==> config.mk <==
export PLATFORM = sky130hd
export DESIGN_NAME = flash_pwr_ctrl
export DESIGN_NICKNAME = d
export VERILOG_FILES = /design/src/rtl/fpc_pkg.sv /design/src/rtl/fpc_warmup_timer.sv /design/src/rtl/fpc_access_gate.sv /design/src/rtl/fpc_power_fsm.sv /design/src/rtl/flash_pwr_ctrl.sv
export SDC_FILE = /design/constraint.sdc
export NUM_CORES = 1
export LEC_CHECK = 0
export BUFFER_PORTS_ARGS = -buffer_cell sky130_fd_sc_hd__buf_2
export CAP_MARGIN = 15
export CORE_MARGIN = 3
export CORE_UTILIZATION = 30
export CTS_BUF_LIST = sky130_fd_sc_hd__clkbuf_4
export CTS_CLUSTER_SIZE = 24
export DETAILED_ROUTE_END_ITERATION = 10
export HOLD_SLACK_MARGIN = 0.03
export PLACE_DENSITY_LB_ADDON = 0.12
export SYNTH_ARGS = -nofsm -noshare
export SYNTH_HDL_FRONTEND = slang
export SYNTH_SLANG_ARGS = --single-unit
==> constraint.sdc <==
create_clock -name clk_i -period 2.4 [get_ports clk_i]
set_input_delay 0.48 -clock clk_i [delete_from_list [all_inputs] [get_ports clk_i]]
set_output_delay 0.48 -clock clk_i [all_outputs]
set_load 0.02 [all_outputs]
==> src/rtl/fpc_pkg.sv <==
package fpc_pkg;
  typedef enum logic [1:0] {
    PWR_OFF   = 2'd0,
    PWR_WARM  = 2'd1,
    PWR_READY = 2'd2,
    PWR_SLEEP = 2'd3
  } pwr_state_e;

  localparam logic [7:0] BLANK_BYTE = 8'hFF;
endpackage

==> src/rtl/fpc_warmup_timer.sv <==
module fpc_warmup_timer #(
  parameter int FAST_EXP = 10,
  parameter int SLOW_EXP = 3
) (
  input  logic clk_i,
  input  logic rst_ni,
  input  logic start_i,
  input  logic run_i,
  input  logic slow_sel_i,
  output logic done_o
);
  localparam int CW = (FAST_EXP > SLOW_EXP) ? FAST_EXP : SLOW_EXP;
  localparam logic [CW-1:0] FAST_LAST = {CW{1'b1}} >> (CW - FAST_EXP);
  localparam logic [CW-1:0] SLOW_LAST = {CW{1'b1}} >> (CW - SLOW_EXP);

  logic [CW-1:0] cnt_q;
  logic          sel_q;
  logic [CW-1:0] last;

  assign last   = sel_q ? SLOW_LAST : FAST_LAST;
  assign done_o = run_i && (cnt_q == last);

  // Clock choice is captured on the start edge and held until overflow.
  always_ff @(posedge clk_i or negedge rst_ni) begin
    if (!rst_ni) begin
      cnt_q <= '0;
      sel_q <= 1'b0;
    end else if (start_i) begin
      cnt_q <= '0;
      sel_q <= slow_sel_i;
    end else if (run_i) begin
      cnt_q <= cnt_q + CW'(1);
    end
  end

  assert_cnt_bound_R4: assert property (@(posedge clk_i) disable iff (!rst_ni)
    run_i |-> (cnt_q <= last));

  assert_sel_held_R5: assert property (@(posedge clk_i) disable iff (!rst_ni)
    run_i |=> $stable(sel_q));
endmodule

==> src/rtl/fpc_access_gate.sv <==
module fpc_access_gate #(
  parameter int DW = 8
) (
  input  logic          ready_i,
  input  logic          fetch_i,
  input  logic [DW-1:0] rdata_i,
  output logic [DW-1:0] rdata_o,
  output logic          swi_o
);
  localparam logic [DW-1:0] BLANK = {DW{1'b1}};

  assign rdata_o = ready_i ? rdata_i : BLANK;
  assign swi_o   = fetch_i && !ready_i;
endmodule

==> src/rtl/fpc_power_fsm.sv <==
module fpc_power_fsm
  import fpc_pkg::*;
(
  input  logic       clk_i,
  input  logic       rst_ni,
  input  logic       wr_i,
  input  logic       wdata_i,
  input  logic       exec_ram_i,
  input  logic       nmi_i,
  input  logic       stop_enter_i,
  input  logic       stop_release_i,
  input  logic       done_i,
  output pwr_state_e state_o,
  output logic       ctrl_o,
  output logic       stall_o,
  output logic       start_o
);
  pwr_state_e state_q, state_d;
  logic       ctrl_q, ctrl_d;
  logic       stall_q, stall_d;
  logic       wr_ok;

  assign wr_ok = wr_i && exec_ram_i;

  always_comb begin
    state_d = state_q;
    ctrl_d  = ctrl_q;
    stall_d = stall_q;
    unique case (state_q)
      PWR_READY: begin
        if (stop_enter_i) begin
          state_d = PWR_SLEEP;
        end else if (wr_ok && !wdata_i) begin
          state_d = PWR_OFF;
          ctrl_d  = 1'b0;
        end
      end
      PWR_SLEEP: begin
        if (stop_release_i) begin
          state_d = PWR_WARM;
          stall_d = 1'b1;
        end
      end
      PWR_OFF: begin
        if (stop_enter_i || stop_release_i) begin
          state_d = PWR_OFF;
        end else if (nmi_i) begin
          state_d = PWR_WARM;
          ctrl_d  = 1'b1;
          stall_d = 1'b1;
        end else if (wr_ok && wdata_i) begin
          state_d = PWR_WARM;
          ctrl_d  = 1'b1;
          stall_d = 1'b0;
        end
      end
      PWR_WARM: begin
        if (stop_enter_i) begin
          state_d = PWR_SLEEP;
          stall_d = 1'b0;
        end else if (done_i) begin
          state_d = PWR_READY;
          stall_d = 1'b0;
        end else if (nmi_i) begin
          stall_d = 1'b1;
        end else if (wr_ok && !wdata_i && !stall_q) begin
          state_d = PWR_OFF;
          ctrl_d  = 1'b0;
        end
      end
    endcase
  end

  always_ff @(posedge clk_i or negedge rst_ni) begin
    if (!rst_ni) begin
      state_q <= PWR_READY;
      ctrl_q  <= 1'b1;
      stall_q <= 1'b0;
    end else begin
      state_q <= state_d;
      ctrl_q  <= ctrl_d;
      stall_q <= stall_d;
    end
  end

  assign state_o = state_q;
  assign ctrl_o  = ctrl_q;
  assign stall_o = stall_q;
  assign start_o = (state_d == PWR_WARM) && (state_q != PWR_WARM);

  assert_flash_wr_ignored_R3: assert property (@(posedge clk_i) disable iff (!rst_ni)
    (wr_i && !exec_ram_i && !nmi_i) |=> $stable(ctrl_q));

  assert_ready_from_warm_R4: assert property (@(posedge clk_i) disable iff (!rst_ni)
    $rose(state_q == PWR_READY) |-> $past(done_i));

  assert_nmi_wakes_R8: assert property (@(posedge clk_i) disable iff (!rst_ni)
    (state_q == PWR_OFF && nmi_i && !stop_enter_i && !stop_release_i)
      |=> (state_q == PWR_WARM && stall_q && ctrl_q));

  assert_stall_in_warm_R9: assert property (@(posedge clk_i) disable iff (!rst_ni)
    stall_q |-> (state_q == PWR_WARM));

  assert_stop_keeps_ctrl_R10: assert property (@(posedge clk_i) disable iff (!rst_ni)
    (state_q == PWR_READY && stop_enter_i) |=> (state_q == PWR_SLEEP && ctrl_q));

  assert_off_stop_R11: assert property (@(posedge clk_i) disable iff (!rst_ni)
    (state_q == PWR_OFF && (stop_enter_i || stop_release_i)) |=> (state_q == PWR_OFF));
endmodule

==> src/rtl/flash_pwr_ctrl.sv <==
module flash_pwr_ctrl
  import fpc_pkg::*;
#(
  parameter int FAST_EXP = 10,
  parameter int SLOW_EXP = 3,
  parameter int DW       = 8
) (
  input  logic          clk_i,
  input  logic          rst_ni,
  input  logic          reg_wr_i,
  input  logic          reg_wdata_i,
  input  logic          exec_ram_i,
  input  logic          nmi_i,
  input  logic          stop_enter_i,
  input  logic          stop_release_i,
  input  logic          slow_clk_sel_i,
  input  logic          flash_fetch_i,
  input  logic [DW-1:0] flash_rdata_i,
  output logic          ctrl_o,
  output logic          ready_o,
  output logic          flash_pwr_o,
  output logic          cpu_wait_o,
  output logic [DW-1:0] rdata_o,
  output logic          swi_o
);
  pwr_state_e state;
  logic       start, done;

  fpc_power_fsm i_fsm (
    .clk_i         (clk_i),
    .rst_ni        (rst_ni),
    .wr_i          (reg_wr_i),
    .wdata_i       (reg_wdata_i),
    .exec_ram_i    (exec_ram_i),
    .nmi_i         (nmi_i),
    .stop_enter_i  (stop_enter_i),
    .stop_release_i(stop_release_i),
    .done_i        (done),
    .state_o       (state),
    .ctrl_o        (ctrl_o),
    .stall_o       (cpu_wait_o),
    .start_o       (start)
  );

  fpc_warmup_timer #(
    .FAST_EXP(FAST_EXP),
    .SLOW_EXP(SLOW_EXP)
  ) i_timer (
    .clk_i     (clk_i),
    .rst_ni    (rst_ni),
    .start_i   (start),
    .run_i     (state == PWR_WARM),
    .slow_sel_i(slow_clk_sel_i),
    .done_o    (done)
  );

  assign ready_o     = (state == PWR_READY);
  assign flash_pwr_o = (state == PWR_WARM) || (state == PWR_READY);

  fpc_access_gate #(.DW(DW)) i_gate (
    .ready_i(ready_o),
    .fetch_i(flash_fetch_i),
    .rdata_i(flash_rdata_i),
    .rdata_o(rdata_o),
    .swi_o  (swi_o)
  );

  assert_ram_clear_off_R2: assert property (@(posedge clk_i) disable iff (!rst_ni)
    (ready_o && reg_wr_i && exec_ram_i && !reg_wdata_i && !stop_enter_i)
      |=> (!flash_pwr_o && !ctrl_o));

  assert_unpowered_not_ready_R2: assert property (@(posedge clk_i) disable iff (!rst_ni)
    !flash_pwr_o |-> !ready_o);

  assert_blank_read_R6: assert property (@(posedge clk_i) disable iff (!rst_ni)
    !ready_o |-> (rdata_o == {DW{1'b1}}));
endmodule

; Yosys cells after proc, flatten, opt, wreduce, memory -nomap -nowiden
; Cells that the tools add are included.
[word_totals]
ff_bits = 15
rom_bits = 0
inputBits = 18
memories = 0
latchBits = 0
mem_bits_rw = 0
word_cells = 73
out_inout_bits = 13
[op_classes]
n_lt_le_gt_ge = 0
eq_ne = 16
multipliers = 0
div = 0
reduce_logical = 18
shift = 0
mux = 33
n_addsub = 1
bitwise = 0
[ops]
columns = operator, n
row1 = 2-to-1 mux 10 bit, 3
row2 = 2-to-1 mux 2 bit, 10
row3 = 2-to-1 mux 1 bit, 16
row4 = "!= test 2 bit, second input constant", 8
row5 = "adder 10 x 1 -> 10 bit, second input constant", 1
row6 = equality test 10 bit, 1
row7 = AND reduction 9 bit, 1
row8 = 2-to-1 mux 8 bit, 1
row9 = one-hot mux 2 bit (4 select lines), 1
row10 = logical AND 1 bit, 7
row11 = one-hot mux 1 bit (3 select lines), 2
row12 = nonzero test 3 bit, 2
row13 = AND reduction 5 bit, 1
row14 = "equality test 2 x 1 -> 1 bit, second input constant", 2
row15 = "equality test 2 bit, second input constant", 2
row16 = "!= test 4 bit, second input constant", 1
row17 = logical NOT 1 bit, 3
row18 = "!= test 3 x 2 -> 1 bit, second input constant", 1
row19 = logical NOT 2 bit, 1
row20 = logical OR 1 bit, 2
row21 = "!= test 2 x 1 -> 1 bit, second input constant", 1
row22 = nonzero test 2 bit, 1

; Longest topological paths before layout
[logic_depth]
ltp_word = 11
mapped_depth = 8

; By module
; Synthesis repeated with hierarchy kept, for this count alone.
[hier_totals]
hier_cells = 106
area_unflattened_um2 = 964.7
[by_module_without_submodules]
columns = mod, area_each_um2, seq_area_each_um2, cells_per_inst, instances
row1 = fpc_warmup_timer, 580.6, 275.3, 58, 1
row2 = fpc_power_fsm, 291.5, 102.6, 34, 1
row3 = fpc_access_gate, 56.3, 0.0, 9, 1
row4 = flash_pwr_ctrl, 36.3, 0.0, 5, 1

; Worst setup path after synthesis
; No wires, ideal clock.
[synth_timing]
path_kind = register -> register
startpoint = register i_fsm.state_q[1] (netlist: i_fsm.state_o[1])
endpoint = register i_timer.sel_q
stages_incl_launch_ff = 8
synth_period_minus_slack_ns = 2.291
path_buffers = 1
setup_time_ns = 0.128
required_time_ns = 2.272
path_slack_ns = 0.109
t_arrival_ns = 2.163
cell_sequence = dfstp_2 -> ha_1 -> buf_2 -> mux2_2 -> a21oi_1 -> nor2_1 -> nor3_4 -> mux2_1
[synth_via]
elab_cells_between_ends = 19
classes_between = eq/ne: 5 / mux: 11 / reduce/logical: 3
[synth_rtl]
columns = item, line_no
row1 = start: declaration, fpc_power_fsm.sv:18  ; pwr_state_e state_q, state_d;
row2 = start signal: assignment, fpc_power_fsm.sv:80  ; state_q <= state_d;
row3 = equality test 2 bit, --
row4 = net ready_o, flash_pwr_ctrl.sv:20  ; output logic ready_o,
row5 = one-hot mux 2 bit (4 select lines), fpc_power_fsm.sv:29  ; unique case (state_q)
row6 = equality test 2 x 1 -> 1 bit, fpc_power_fsm.sv:89  ; assign start_o = (state_d == PWR_WARM) && (state_q != PWR_WARM);
row7 = logical AND 1 bit, fpc_power_fsm.sv:89
row8 = end signal: assignment, fpc_warmup_timer.sv:30  ; sel_q <= slow_sel_i;
row9 = end: declaration, fpc_warmup_timer.sv:17  ; logic sel_q;
; The timed path passes the listed nets, and every way through them passes these cells.
; A chain may end at the register's enable or synchronous reset.

; Worst setup path after layout
[layout_timing]
startpoint = register i_fsm.state_q[1] (netlist: i_fsm.state_o[1])
endpoint = register i_timer.sel_q
[layout_via]
elab_chain_cells = 7
elab_cells_between_ends = 19
classes_between = eq/ne: 5 / mux: 11 / reduce/logical: 3
[layout_rtl]
columns = item, line_no
row1 = equality test 2 x 1 -> 1 bit or 2-to-1 mux 2 bit (tied branches), "fpc_power_fsm.sv:29, flash_pwr_ctrl.sv:52, fpc_power_fsm.sv:66"
row2 = logical AND 1 bit or 2-to-1 mux 2 bit (tied branches), "fpc_warmup_timer.sv:21, fpc_power_fsm.sv:64"
row3 = 2-to-1 mux 2 bit, fpc_power_fsm.sv:61  ; end else if (done_i) begin
row4 = 2-to-1 mux 2 bit, fpc_power_fsm.sv:58  ; if (stop_enter_i) begin
row5 = one-hot mux 2 bit (4 select lines), fpc_power_fsm.sv:29
row6 = equality test 2 x 1 -> 1 bit, fpc_power_fsm.sv:89
row7 = logical AND 1 bit *, fpc_power_fsm.sv:89
; Every way passes the cells marked *; elsewhere a longest branch is shown, timed or not.

==> metrics.md <==
| Metric | Value |
|---|---|
| Syn_nets | `147` |
| Die width | `66.0 um` |
| Pre-Repair DR Iteration Count | `4` |
| Fin util | `39.4%` |
| Synth Register Bits | `15` |
| HPWL after DPL | `2000 um` |
| Final nets | `183` |
| Final instance area | `0.00135 mm2` |
| Max VDD drop | `475 uV` |
| Fin Setup TNS | `0 ns` |
| Clk Tree Root Cell | `clkbuf_4` |
| CP Data Arrival Time | `2.37 ns` |
| Worst-Skew Late Latency | `0.28 ns` |
| GR Util All Layers | `between 10% and 20%` |
| RR Startpoint | `i_fsm.state_o[1]` |
| Outcome | `finished, final reports clean` |
| Antenna violations before repair | `0` |
| Area delta synth->final | `24.4%` |
| Largest cells by area after synthesis | `dfrtp_1 (30%), ha_1 (6.9%), nand2b_1 (6.4%), dfstp_2 (4.9%), o21ai_0 (4.6%)` |
| Largest net degree at the start of global routing | `16` |
| Number of diodes | `0` |
| Via-per-instance ratio | `4.94` |
| Hold_buf cts | `0` |
| DR vias | `roughly 1000` |
| First-pass GRT wire length | `4270 um` |
| Core ar. | `0.00342 mm2` |
| Placed Instances | `around 200` |
| Warnings, synthesis | `0` |
| Rel. slew slack | `between 60% and 70%` |
| Post-layout minimum cycle time | `approximately 2.2 ns` |
| Placed cell areas | `0.00130 mm2` |
| Std-Cell Rows | `21` |
| Reg-to-reg endpoint | `i_timer.sel_q` |
| Post-Syn Instances | `123` |
| Max-cap violation count | `0` |
| Die Span Y | `roughly 66 um` |
| Cell variety after synth | `43` |
| Final Hold Fails | `0` |
| Initial DRC Count | `22` |
| Vias in the first global route | `929` |
| Pwr dens | `1080 mW/mm2` |
| Clk sinks | `15` |
| Drt drc | `0` |
| Synth Cell Area | `roughly 0.0011 mm2` |
| RePlAce Congestion | `0.854` |
| Hold crit path type | `input port to async pin` |
| RSZ-0062 raised after global routing | `false` |
| Cell taking the most area after synthesis | `dfrtp_1` |
| Slew @ Worst Pin | `0.477 ns` |
| CP Max Fanout | `6` |
| Worst R2R Path Depth | `6` |
| PnR worst setup slack | `0.198 ns` |
| Top-area cell type share of the netlist area | `30.1%` |
| Port bufs | `30` |
| H-tree depth | `1` |
| Hold WS | `0.0824 ns` |
| Critical Path RT | `2.57 ns` |
| Internal reg-to-reg setup slack | `0.20 ns` |
| Wire per inst | `~12 um` |
| P_leak | `0.590 nW` |
| TritonCTS clock tree | `built` |
| IO Count | `31` |
| Max clock buf depth | `2` |
| Clk slew on worst S/H paths | `0.09 ns` |
| Max Transition Viols Final | `0` |
| Fin cells | `204` |
| Kind of critical path | `register to register` |
| Worst clock skew | `~0.001 ns` |
| Routed WL | `2460 um` |
| Async S/R FF share, synth | `100%` |
| Fin crit share | `91.7%` |
| Fraction of layout cells with a size suffix above 1 | `34.8%` |
| Antenna viol nets, final | `0` |
| Timing-limited maximum frequency | `454 MHz` |
| Pre-CTS setup slack | `roughly 0.18 ns` |
| Post-synth top flop | `dfrtp_1` |
| Die ar. | `between 0.004 and 0.005 mm2` |
| Number of synthesized flops with an enable pin | `0` |
| Layout filler cell count | `348` |
| Setup-failing EPs final | `0` |
| Gr ovfl total | `0` |
| Sequential fraction of the synthesis area | `35.0%` |
| Syn avg cell area | `8.79 um2` |
| Starting Density | `31.6%` |
| Overall Power | `1.45 mW` |
| Num CTS Buffers | `3` |
| CP Capture Type | `register` |
| CP Launch Type | `register` |
repair_timing:
action | CTS | global route
resized for setup | 0 | 3
endpoints found under the setup margin | 0 | 1
buffers inserted | 0 | 1
worst max-delay path: stages (launching register included):
cell	delay [ns]
dfstp_2	0.59
ha_1	0.21
mux2_2	0.36
a21oi_2	0.14
nor2_2	0.09
nor3_4	0.33
mux2_1	0.36
power breakdown:
| part | switching, mW | total, mW | internal [mW] |
|---|---|---|---|
| logic | 0.529 | 0.897 | 0.368 |
| clock network | 0.0802 | 0.156 | 0.0758 |
| registers | 0.0693 | 0.399 | 0.330 |
| total | 0.678 | 1.45 | 0.774 |
per-layer routing:
layer	part of all wire (%)	wire length, um	track usage (%)	vias to the layer above
met4	0.24	6	1.52	0
met2	46	1140	20.0	26
met1	48	1180	16.3	462
li1	-	-	-	517
met3	5.6	137	4.42	2
met5	0	0	0	-
how the worst max path moves through the flow:
stage	startpoint	end	slack, ns
after global routing	i_fsm.state_o[0]	i_timer.sel_q	0.04
after global placement	i_fsm.state_o[1]	i_timer.sel_q	0.26
after detailed placement	i_fsm.state_o[0]	i_timer.sel_q	0.18
final	i_fsm.state_o[1]	i_timer.sel_q	0.20
after CTS	i_fsm.state_o[1]	i_timer.sel_q	0.17
after floorplan	i_fsm.state_o[1]	i_timer.sel_q	0.11
final cells by class:
cell class	count	area, um2	share of cell area (%)
Multi-Input combinational cell	98	669	49.8
Sequential cell	15	378	28.1
Timing Repair Buffer	35	188	14.0
Tap cell	46	57.6	4.28
Clock buffer	4	30.0	2.23
Inverter	6	22.5	1.67
cells in the mapped netlist, types with 3 or more instances:
master	number
nand2_1	12
o31ai_1	5
or2_2	3
nand3_1	4
nor2_1	7
or3_1	4
o21ai_0	10
inv_1	5
ha_1	6
a21oi_1	4
dfrtp_1	13
nand2b_1	11
registers in the layout (all words and copies together), names as in the netlist:
signal / count
i_fsm.state_o: 2
i_timer.sel_q: 1
i_timer.cnt_q: 10
i_fsm.ctrl_o: 1
i_fsm.stall_o: 1
kinds of logic after synthesis:
logic type                 Yosys count  share of synthesized area [%]
AOI/OAI and AO/OA                   33                           21.1
adders and majority gates            6                           6.94
DFF                                 15                           35.0
muxes                                3                           3.01
buffers and inverters               10                           3.70
and+or+nand+nor                     56                           30.3
cells in the final DEF (no fill, tap or decap), drive strengths merged, types with 2 or more instances in the layout:
cell / instances
a21oi: 5
a31oi: 2
buf: 35
clkbuf: 4
dfrtp: 13
dfstp: 2
ha: 6
inv: 6
mux2: 2
nand2: 14
nand2b: 11
nand3: 5
nand4: 2
nor2: 7
nor2b: 2
nor4: 2
o21ai: 10
o21bai: 2
o31ai: 5
or2: 4
or3: 4
Note: power is estimated with default switching activity, not from simulation.
